**config.mk**
```make
export PLATFORM = sky130hd
export DESIGN_NAME = tlb_multisize
export DESIGN_NICKNAME = d
export VERILOG_FILES = /design/src/rtl/tlb_pkg.sv /design/src/rtl/tlb_bank.sv /design/src/rtl/tlb_merge.sv /design/src/rtl/tlb_multisize.sv
export SDC_FILE = /design/constraint.sdc
export NUM_CORES = 2
export LEC_CHECK = 0
export CORE_MARGIN = 2
export CORE_UTILIZATION = 44
export DETAILED_ROUTE_END_ITERATION = 12
export DONT_BUFFER_PORTS = 1
export PLACE_DENSITY = 0.61
export SYNTH_ARGS = -nofsm -noshare
export SYNTH_HDL_FRONTEND = slang
export SYNTH_SLANG_ARGS = --single-unit
```
**constraint.sdc**
```tcl
create_clock -name clk -period 3.5 [get_ports clk]
set_input_delay 0.7 -clock clk [delete_from_list [all_inputs] [get_ports clk]]
set_output_delay 0.7 -clock clk [all_outputs]
set_load 0.02 [all_outputs]
```
**src/rtl/tlb_pkg.sv**
```systemverilog
package tlb_pkg;

    localparam int unsigned NUM_SIZES = 4;
    localparam int unsigned VA_W      = 32;

    typedef enum logic [1:0] {
        PG_SECTION = 2'd0,
        PG_LARGE   = 2'd1,
        PG_SMALL   = 2'd2,
        PG_TINY    = 2'd3
    } pg_size_e;

    // Width of the byte offset inside a page of the given size class.
    function automatic int unsigned pg_offs(input int unsigned s);
        case (s)
            0:       return 20;
            1:       return 16;
            2:       return 12;
            default: return 10;
        endcase
    endfunction

endpackage

```
**src/rtl/tlb_bank.sv**
```systemverilog
module tlb_bank #(
    parameter int unsigned OFFS_W = 12,
    parameter int unsigned DEPTH  = 16,
    parameter int unsigned ATTR_W = 4
) (
    input  logic                    clk,
    input  logic                    rst_n,
    input  logic                    flush,
    input  logic                    wr_en,
    input  logic [31-OFFS_W:0]      wr_vpn,
    input  logic [31-OFFS_W:0]      wr_frm,
    input  logic [ATTR_W-1:0]       wr_attr,
    input  logic [31:0]             rd_va,
    output logic                    rd_hit,
    output logic [31:0]             rd_pa,
    output logic [ATTR_W-1:0]       rd_attr
);
    localparam int unsigned FRM_W = 32 - OFFS_W;
    localparam int unsigned IDX_W = $clog2(DEPTH);
    localparam int unsigned TAG_W = FRM_W - IDX_W;

    logic [DEPTH-1:0]  vld_q;
    logic [TAG_W-1:0]  tag_q  [DEPTH];
    logic [FRM_W-1:0]  frm_q  [DEPTH];
    logic [ATTR_W-1:0] attr_q [DEPTH];

    logic [IDX_W-1:0]  wr_idx;
    logic [IDX_W-1:0]  rd_idx;
    logic [TAG_W-1:0]  rd_tag;

    assign wr_idx = wr_vpn[IDX_W-1:0];
    assign rd_idx = rd_va[OFFS_W +: IDX_W];
    assign rd_tag = rd_va[31 -: TAG_W];

    // Valid bits: flush has priority over a same-cycle install.
    always_ff @(posedge clk or negedge rst_n) begin
        if (!rst_n) begin
            vld_q <= '0;
        end else if (flush) begin
            vld_q <= '0;
        end else if (wr_en) begin
            vld_q[wr_idx] <= 1'b1;
        end
    end

    // Payload arrays carry no reset; the valid bit guards every read.
    always_ff @(posedge clk) begin
        if (wr_en && !flush) begin
            tag_q[wr_idx]  <= wr_vpn[FRM_W-1:IDX_W];
            frm_q[wr_idx]  <= wr_frm;
            attr_q[wr_idx] <= wr_attr;
        end
    end

    always_comb begin
        rd_hit  = vld_q[rd_idx] && (tag_q[rd_idx] == rd_tag);
        rd_pa   = '0;
        rd_attr = '0;
        if (rd_hit) begin
            rd_pa   = {frm_q[rd_idx], rd_va[OFFS_W-1:0]};
            rd_attr = attr_q[rd_idx];
        end
    end

endmodule

```
**src/rtl/tlb_merge.sv**
```systemverilog
module tlb_merge #(
    parameter int unsigned N      = 4,
    parameter int unsigned ATTR_W = 4,
    localparam int unsigned SEL_W = $clog2(N)
) (
    input  logic [N-1:0]      hit,
    input  logic [31:0]       pa   [N],
    input  logic [ATTR_W-1:0] attr [N],
    output logic              any_hit,
    output logic [31:0]       sel_pa,
    output logic [ATTR_W-1:0] sel_attr,
    output logic [SEL_W-1:0]  sel_idx
);
    // Higher index means smaller page; later matches override earlier.
    always_comb begin
        any_hit  = 1'b0;
        sel_pa   = '0;
        sel_attr = '0;
        sel_idx  = '0;
        for (int i = 0; i < N; i++) begin
            if (hit[i]) begin
                any_hit  = 1'b1;
                sel_pa   = pa[i];
                sel_attr = attr[i];
                sel_idx  = SEL_W'(i);
            end
        end
    end

endmodule

```
**src/rtl/tlb_multisize.sv**
```systemverilog
module tlb_multisize #(
    parameter int unsigned DEPTH_SEC = 4,
    parameter int unsigned DEPTH_LRG = 8,
    parameter int unsigned DEPTH_SML = 16,
    parameter int unsigned DEPTH_TNY = 32,
    parameter int unsigned ATTR_W    = 4
) (
    input  logic              clk,
    input  logic              rst_n,
    input  logic [31:0]       lk_va,
    input  logic              flush,
    input  logic              ins_en,
    input  logic [1:0]        ins_size,
    input  logic [31:0]       ins_va,
    input  logic [31:0]       ins_pa,
    input  logic [ATTR_W-1:0] ins_attr,
    output logic              hit_o,
    output logic [31:0]       pa_o,
    output logic [ATTR_W-1:0] attr_o,
    output logic [1:0]        size_o
);
    import tlb_pkg::*;

    logic [NUM_SIZES-1:0] bank_hit;
    logic [31:0]          bank_pa   [NUM_SIZES];
    logic [ATTR_W-1:0]    bank_attr [NUM_SIZES];

    logic                 any_hit;
    logic [31:0]          win_pa;
    logic [ATTR_W-1:0]    win_attr;
    logic [1:0]           win_idx;
    logic                 live_hit;

    // Offset bits of the install addresses are never stored.
    logic unused_offs;
    assign unused_offs = ^{ins_va[9:0], ins_pa[9:0]};

    for (genvar s = 0; s < NUM_SIZES; s++) begin : g_bank
        localparam int unsigned OW  = pg_offs(s);
        localparam int unsigned DEP = (s == 0) ? DEPTH_SEC :
                                      (s == 1) ? DEPTH_LRG :
                                      (s == 2) ? DEPTH_SML : DEPTH_TNY;
        logic sel_wr;
        assign sel_wr = ins_en && (ins_size == 2'(s));

        tlb_bank #(
            .OFFS_W (OW),
            .DEPTH  (DEP),
            .ATTR_W (ATTR_W)
        ) u_bank (
            .clk     (clk),
            .rst_n   (rst_n),
            .flush   (flush),
            .wr_en   (sel_wr),
            .wr_vpn  (ins_va[31:OW]),
            .wr_frm  (ins_pa[31:OW]),
            .wr_attr (ins_attr),
            .rd_va   (lk_va),
            .rd_hit  (bank_hit[s]),
            .rd_pa   (bank_pa[s]),
            .rd_attr (bank_attr[s])
        );
    end

    tlb_merge #(
        .N      (NUM_SIZES),
        .ATTR_W (ATTR_W)
    ) u_merge (
        .hit      (bank_hit),
        .pa       (bank_pa),
        .attr     (bank_attr),
        .any_hit  (any_hit),
        .sel_pa   (win_pa),
        .sel_attr (win_attr),
        .sel_idx  (win_idx)
    );

    assign live_hit = any_hit && !flush;

    always_ff @(posedge clk or negedge rst_n) begin
        if (!rst_n) begin
            hit_o  <= 1'b0;
            pa_o   <= '0;
            attr_o <= '0;
            size_o <= '0;
        end else begin
            hit_o  <= live_hit;
            pa_o   <= live_hit ? win_pa   : '0;
            attr_o <= live_hit ? win_attr : '0;
            size_o <= live_hit ? win_idx  : '0;
        end
    end

endmodule

```
# Word level (Yosys, flattened, before mapping)

Memory sizes are Yosys's and may differ from the RTL's.
Cells that the tools add are included.
W data, S select, Z words.

Register bits after elaboration: 99
Output and inout bits: 39
ROM bits: 0
Bits in latches: 0
Memory bits (writable): 2384
Input port bits: 106
Memories kept: 12
Word-level logic and storage cells: 116

Memories:

| memory                  | depth | width | read ports | clocked after Yosys merged registers in | wr ports | RTL line       | text |
|---|---|---|---|---|---|---|---|
| g_bank[3].u_bank.frm_q  | 32    | 22    | 1          | 0                                       | 1        | tlb_bank.sv:24 | `logic [FRM_W-1:0] frm_q [DEPTH];` |
| g_bank[3].u_bank.tag_q  | 32    | 17    | 1          | 0                                       | 1        | tlb_bank.sv:23 | `logic [TAG_W-1:0] tag_q [DEPTH];` |
| g_bank[2].u_bank.frm_q  | 16    | 20    | 1          | 0                                       | 1        | tlb_bank.sv:24 |  |
| g_bank[2].u_bank.tag_q  | 16    | 16    | 1          | 0                                       | 1        | tlb_bank.sv:23 |  |
| g_bank[1].u_bank.frm_q  | 8     | 16    | 1          | 0                                       | 1        | tlb_bank.sv:24 |  |
| g_bank[3].u_bank.attr_q | 32    | 4     | 1          | 0                                       | 1        | tlb_bank.sv:25 | `logic [ATTR_W-1:0] attr_q [DEPTH];` |
| 6 more memories         | -     | -     | -          | -                                       | -        | -              |  |

Div/mod/pow operators: 0
Multiply operators: 0
Eq/ne operators: 7
Shifts and indexed selects: 0
Magnitude comparators: 12
Reductions and logical operators: 23
Add/subtract/negate cells: 0
Multiplexer cells: 50
Bitwise operators: 4

Operators by type and width:

| operator             | number |
|---|---|
| $mux W32             | 7 |
| $mux W16             | 2 |
| $or A32 B32 Y32      | 1 |
| $mux W4              | 7 |
| $mux W1              | 21 |
| $eq A17 B17 Y1       | 1 |
| $logic_and A1 B1 Y1  | 17 |
| $eq A16 B16 Y1       | 1 |
| $mux W8              | 2 |
| $or A16 B16 Y16      | 1 |
| $eq A13 B13 Y1       | 1 |
| $lt A5 B6 Y1 const B | 2 |
| $eq A10 B10 Y1       | 1 |
| $lt A4 B5 Y1 const B | 2 |
| $lt A3 B4 Y1 const B | 2 |
| $or A8 B8 Y8         | 1 |
| $reduce_bool A2 Y1   | 4 |
| $lt A2 B3 Y1 const B | 2 |
| $mux W2              | 3 |
| $bmux W1 S5          | 1 |
| $demux W1 S5         | 1 |
| $ge A5 B1 Y1 const B | 1 |
| $bmux W1 S4          | 1 |
| $demux W1 S4         | 1 |
| other kinds (12)     | 13 |

# Logic depth before layout (Yosys ltp)

Depth after elaboration: 9
Depth in mapped cells: 15
Gate-level depth less buffers: 9

# By module

Synthesis repeated with hierarchy kept, for this count alone.

Cells, all modules: 4602
Area total of the unflattened synthesis: 98278.0 um2

Modules (own cells, without submodules):

| module                       | seq. area each (um2) | cells an instance | times used | area an instance (um2) |
|---|---|---|---|---|
| tlb_bank at g_bank[3].u_bank | 42120.4              | 2480              | 1          | 54795.1 |
| tlb_bank at g_bank[2].u_bank | 19618.8              | 1103              | 1          | 25675.9 |
| tlb_bank at g_bank[1].u_bank | 8127.8               | 528               | 1          | 10933.0 |
| tlb_bank at g_bank[0].u_bank | 3223.1               | 232               | 1          | 4453.0 |
| tlb_multisize                | 975.9                | 90                | 1          | 1403.8 |
| tlb_merge                    | 0.0                  | 169               | 1          | 1017.2 |

# Worst setup path before layout

No wires, ideal clock.

Kind: input port to flip-flop
Start point: input flush
End point: memory g_bank[1].u_bank.attr_q[0][0], enable pin
Slack: -0.461 ns
Library setup time: 0.467 ns
Stages: 4
Buffers on the path: 1
Arrival: 3.494 ns
Data required time: 3.033 ns
Cells stage by stage: clkbuf_1 > nor2_1 > nand4b_1 > nor3_1

Longest elaborated chain between the ends: 4

Ends and longest elaborated chain:

| item                          | RTL line            | text |
|---|---|---|
| from (decl)                   | tlb_multisize.sv:11 | `input logic flush,` |
| $logic_not A1 Y1              | tlb_bank.sv:48      | `if (wr_en && !flush) begin` |
| $logic_and A1 B1 Y1           | tlb_bank.sv:48      |  |
| $mux W1                       | tlb_bank.sv:48      |  |
| $mux W1 (implied by the code) | tlb_bank.sv:51      | `attr_q[wr_idx] <= wr_attr;` |
| to (decl)                     | tlb_bank.sv:25      |  |

Every way passes these cells.

# Final worst setup path

Start point: input lk_va[10]
End point: register attr_o[3]

Longest elaborated chain between the ends: 6
Elaborated cells between the ends (all ways): 10
Classes of those cells: 1 x eq/ne; 5 x mux; 2 x reduce/logical; 2 x memory

Ends and longest elaborated chain:

| item                                                  | RTL line            | text |
|---|---|---|
| from (decl)                                           | tlb_multisize.sv:10 | `input logic [31:0] lk_va,` |
| $mem_v2 Z32 W17 / $bmux W1 S5 (equally long branches) | -                   |  |
| $eq A17 B17 Y1 / $mux W1 (equally long branches)      | tlb_bank.sv:56      | `rd_hit = vld_q[rd_idx] && (tag_q[rd_idx] == rd_tag);` |
| $logic_and A1 B1 Y1                                   | tlb_bank.sv:56      |  |
| $mux W1                                               | tlb_merge.sv:21     | `if (hit[i]) begin` |
| $logic_and A1 B1 Y1                                   | tlb_multisize.sv:78 | `assign live_hit = any_hit && !flush;` |
| $mux W4 (*)                                           | tlb_multisize.sv:89 | `attr_o <= live_hit ? win_attr : '0;` |
| to (signal assigned)                                  | tlb_multisize.sv:89 |  |
| to (decl)                                             | tlb_multisize.sv:19 | `output logic [ATTR_W-1:0] attr_o,` |

Mark *: on every way between the ends. The rest lies on a longest branch, timed or not. The select of a mux whose other input is x is not followed.
A chain may end at the register's enable or synchronous reset.

==> impl_summary.log <==
[metrics] clock net sink count: 2483
[metrics] largest voltage drop on the vdd net: 0.4713 mV
[metrics] first-pass GRT wire length: 352500 um
[metrics] netlist area before placement: 0.09592 mm2
[metrics] worst-case hold slack: 0.1019 ns
[metrics] vias after detailed routing: 45851
[metrics] #FFs+latches synth: 2483
[metrics] DPL Wire Length: 130200 um
[metrics] Core Footprint: 0.2170 mm2
[metrics] Synth area leader: sky130_fd_sc_hd__edfxtp_1
[metrics] clock transition at the register clock pins on the worst setup and hold paths after CTS: 0.06 ns
[metrics] ys flop type: sky130_fd_sc_hd__edfxtp_1
[metrics] launching element type of the critical path: input pin
[metrics] share of synthesized area occupied by flip-flops and latches: 0.7722
[metrics] average footprint of a synthesized cell: 22.89 um2
[metrics] Total Nets Final: 4606
[metrics] total met2 wirelength after detailed routing: 120700 um
[metrics] CP Data Arrival Time: 4.69 ns
[metrics] clock buffers created by TritonCTS: 276
[metrics] width of the die: 470.9 um
[metrics] largest cells by area after synthesis: sky130_fd_sc_hd__edfxtp_1 (75%), sky130_fd_sc_hd__mux4_2 (15%), sky130_fd_sc_hd__dfrtp_1 (2.6%), sky130_fd_sc_hd__mux2i_1 (1.9%), sky130_fd_sc_hd__a21o_1 (0.50%)
[metrics] pin count of the biggest net entering global routing: 384
[metrics] RD Place Congestion: 0.7972
[metrics] Max Root-Sink Buffers: 4
[metrics] area of the die: 0.2217 mm2
[metrics] antenna violations before repair: 15
[metrics] maximum level of the CTS H-tree: 5
[metrics] Synth top area share: 0.7464
[metrics] routed wire length on met3: 20830 um
[metrics] RSZ-0062 raised after global routing: no
[metrics] max-capacitance violation count: 0
[metrics] Critical Setup Path Class: input pin to flip-flop
[metrics] setup violation total in the final timing report: 39
[metrics] Routed Antenna Nets: 0
[metrics] tightest slew margin relative to the limit: -0.5600
[metrics] non-filler cells, final: 7540
[metrics] instance count after placement with tap cells included: 7014
[metrics] number of enable flip-flop cells after synthesis: 2384
[metrics] share of the clock period used by the worst path after layout: 1.118
[metrics] final setup margin: -0.4137 ns
[metrics] Synthesis Warnings: 0
[metrics] post-detailed-route DRC marker count: 0
[metrics] number of DRC markers after the initial detailed-route iteration: 5686
[metrics] leakage: 35.92 nW
[metrics] routed vias/inst: 6.081
[metrics] Cell Pwr Density: 564.4 mW/mm2
[metrics] Cell Rows: 171
[metrics] Port Buffers: 0
[metrics] routed wirelength normalized by instance count: 32.94 um
[metrics] Die Y: 470.9 um
[metrics] Synth-to-Final Area Change: 15.69%
[metrics] Layout Skew: 0.04934 ns
[metrics] num ports: 145
[metrics] minimum period implied by the final worst setup slack: 3.914 ns
[metrics] length of routed wiring on met1: 101200 um
[metrics] total overflow reported by the global router: 0
[metrics] WP data required: 4.28 ns
[metrics] largest fanout on the critical path: 383
[metrics] filler instances: 16821
[metrics] pins over their slew limit: 173
[metrics] Post-Synthesis Net Count: 4296
[metrics] final wirelength: 248400 um
[metrics] Worst Setup End Kind: flip-flop
[metrics] measured slew at the worst slew-check pin: 2.340 ns
[metrics] top layer used by detailed routing: met5
[metrics] type of the most critical hold path: input pin to flip-flop
[metrics] violations in the final reports: slew limit, setup timing
[metrics] run status: finished, violations left
[metrics] Final Hold Violating Endpoints: 0
[metrics] fraction of registers with async set/reset: 0.03987
[metrics] synthesized netlist cell count: 4190
[metrics] Starting Density: 0.4421
[metrics] Unique masters post-synth: 67
[metrics] timing-limited maximum frequency: 255.5 MHz
[metrics] Total GRT Usage: 0.2235
[metrics] fraction of layout instances using a drive strength above 1: 0.2952
[metrics] clock tree from TritonCTS: yes
[metrics] worst skew pair latency: 0.93 ns
[metrics] DRT Pass-1 Iters: 7
[metrics] root buffer cell: sky130_fd_sc_hd__clkbuf_16
[metrics] number of global-route vias before repair: 46253
==> where the power goes <==
part	total [mW]	internal, mW	switching (mW)	leakage [nW]
Sequential	32.7	32.7	0.0232	22.8
Combinational	2.47	1.21	1.26	8.94
Clock	27.5	16.3	11.2	4.16
Total	62.6	50.1	12.5	35.9
==> through the flow <==
step	area, um2	TNS (ns)	worst slack [ns]	power, mW	util
after floorplan	95990	-314.06	-0.3790	34.92	-
after global placement	101100	-21.29	-0.6456	34.97	0.4659
after detailed placement	101100	-19.51	-0.6033	34.98	0.4659
after CTS	110800	0	0.005809	62.97	0.5106
after global routing	111000	0	0.002767	64.37	0.5115
final	111000	-11.49	-0.4137	62.63	0.5115
==> critical path, stage by stage <==
cell and delay (ns):
sky130_fd_sc_hd__mux4_2 1.02, sky130_fd_sc_hd__mux4_2 0.50, sky130_fd_sc_hd__mux2i_1 0.17, sky130_fd_sc_hd__xor2_1 0.23, sky130_fd_sc_hd__nand3_1 0.16, sky130_fd_sc_hd__nor4_4 0.34
sky130_fd_sc_hd__buf_12 0.16, sky130_fd_sc_hd__nand2_2 0.07, sky130_fd_sc_hd__buf_12 0.17, sky130_fd_sc_hd__a2111oi_2 0.36
==> path summary, 6_finish.rpt <==
| check | startpoint | end | slack [ns] | cells after the start |
|---|---|---|---|---|
| max in group asynchronous | rst_n | g_bank[2].u_bank.vld_q[10] | 2.53 | 2 |
| worst max register to register | g_bank[2].u_bank.tag_q[2][15] | pa_o[28] | 0.11 | 12 |
| min in group asynchronous | rst_n | pa_o[31] | 0.41 | 2 |
| worst min-delay path | ins_va[20] | g_bank[0].u_bank.tag_q[1][4] | 0.10 | 2 |
| worst max-delay path | lk_va[10] | attr_o[3] | -0.41 | 10 |
| worst min register to register | g_bank[3].u_bank.vld_q[29] | g_bank[3].u_bank.vld_q[29] | 0.47 | 1 |
==> per-layer routing <==
layer | vias to the layer above | global-route usage
met1 | 25108 | 0.3190
met3 | 331 | 0.04130
met5 | - | 0
met2 | 1984 | 0.3579
met4 | 2 | 0.05605
li1 | 18426 | -
==> cells by family after synthesis <==
group / synth area share
flops: 0.7722
xor+xnor: 0.004383
simple gates: 0.01727
buf+inv: 0.01325
mux: 0.1722
compound gates: 0.02071
==> cell usage after synthesis, types with 27 or more instances <==
cell                       instances
sky130_fd_sc_hd__nor2_1           79
sky130_fd_sc_hd__edfxtp_1       2384
sky130_fd_sc_hd__clkbuf_1        101
sky130_fd_sc_hd__buf_2            65
sky130_fd_sc_hd__nand3_1          48
sky130_fd_sc_hd__mux4_2          647
sky130_fd_sc_hd__a22oi_1          53
sky130_fd_sc_hd__dfrtp_1          99
sky130_fd_sc_hd__mux2i_1         182
sky130_fd_sc_hd__buf_4            27
sky130_fd_sc_hd__nand2_1          86
sky130_fd_sc_hd__a21o_1           64
sky130_fd_sc_hd__xnor2_1          36
==> state kept, by name (all words and copies together) (netlist names) <==
name,flops
attr_o,4
g_bank.u_bank.attr_q,240
g_bank.u_bank.frm_q,1200
g_bank.u_bank.tag_q,944
g_bank.u_bank.vld_q,60
hit_o,1
pa_o,32
size_o,2
==> final cells by class <==
class / count / area [um2] / area share
Multi-Input combinational cell: 1461 / 21130 / 0.1904
Clock inverter: 115 / 1020 / 0.009190
Sequential cell: 2483 / 74070 / 0.6675
Clock buffer: 348 / 7426 / 0.06692
Timing Repair Buffer: 267 / 3701 / 0.03335
Inverter: 11 / 46.29 / 0.0004172
Tap cell: 2854 / 3571 / 0.03218
Antenna cell: 1 / 2.502 / 0.00002255
==> placed cells by master (no fill, tap or decap), types with 22 or more instances in the layout <==
cell	n
sky130_fd_sc_hd__clkbuf_16	285
sky130_fd_sc_hd__buf_12	74
sky130_fd_sc_hd__clkinv_2	46
sky130_fd_sc_hd__a22oi_1	53
sky130_fd_sc_hd__nor2_4	56
sky130_fd_sc_hd__nand2_1	85
sky130_fd_sc_hd__a21oi_1	22
sky130_fd_sc_hd__clkinv_1	39
sky130_fd_sc_hd__xnor2_1	36
sky130_fd_sc_hd__nand3_1	48
sky130_fd_sc_hd__dfrtp_1	99
sky130_fd_sc_hd__clkbuf_1	55
sky130_fd_sc_hd__buf_16	35
sky130_fd_sc_hd__buf_4	142
sky130_fd_sc_hd__mux2i_1	181
sky130_fd_sc_hd__a21o_1	64
sky130_fd_sc_hd__edfxtp_1	2384
sky130_fd_sc_hd__o21ai_0	23
sky130_fd_sc_hd__mux4_2	647
==> what timing repair did <==
| item | in CTS | in global routing |
|---|---|---|
| hold buffers | 56 | 0 |
| setup buffers | 0 | 2 |
| setup endpoints to repair | 19 | 39 |
| resized for setup | 1 | 11 |
| cloned | 0 | 2 |
| pin swaps | 0 | 13 |
| hold endpoints to repair | 2532 | 0 |
(Power assumes the default switching activity.)
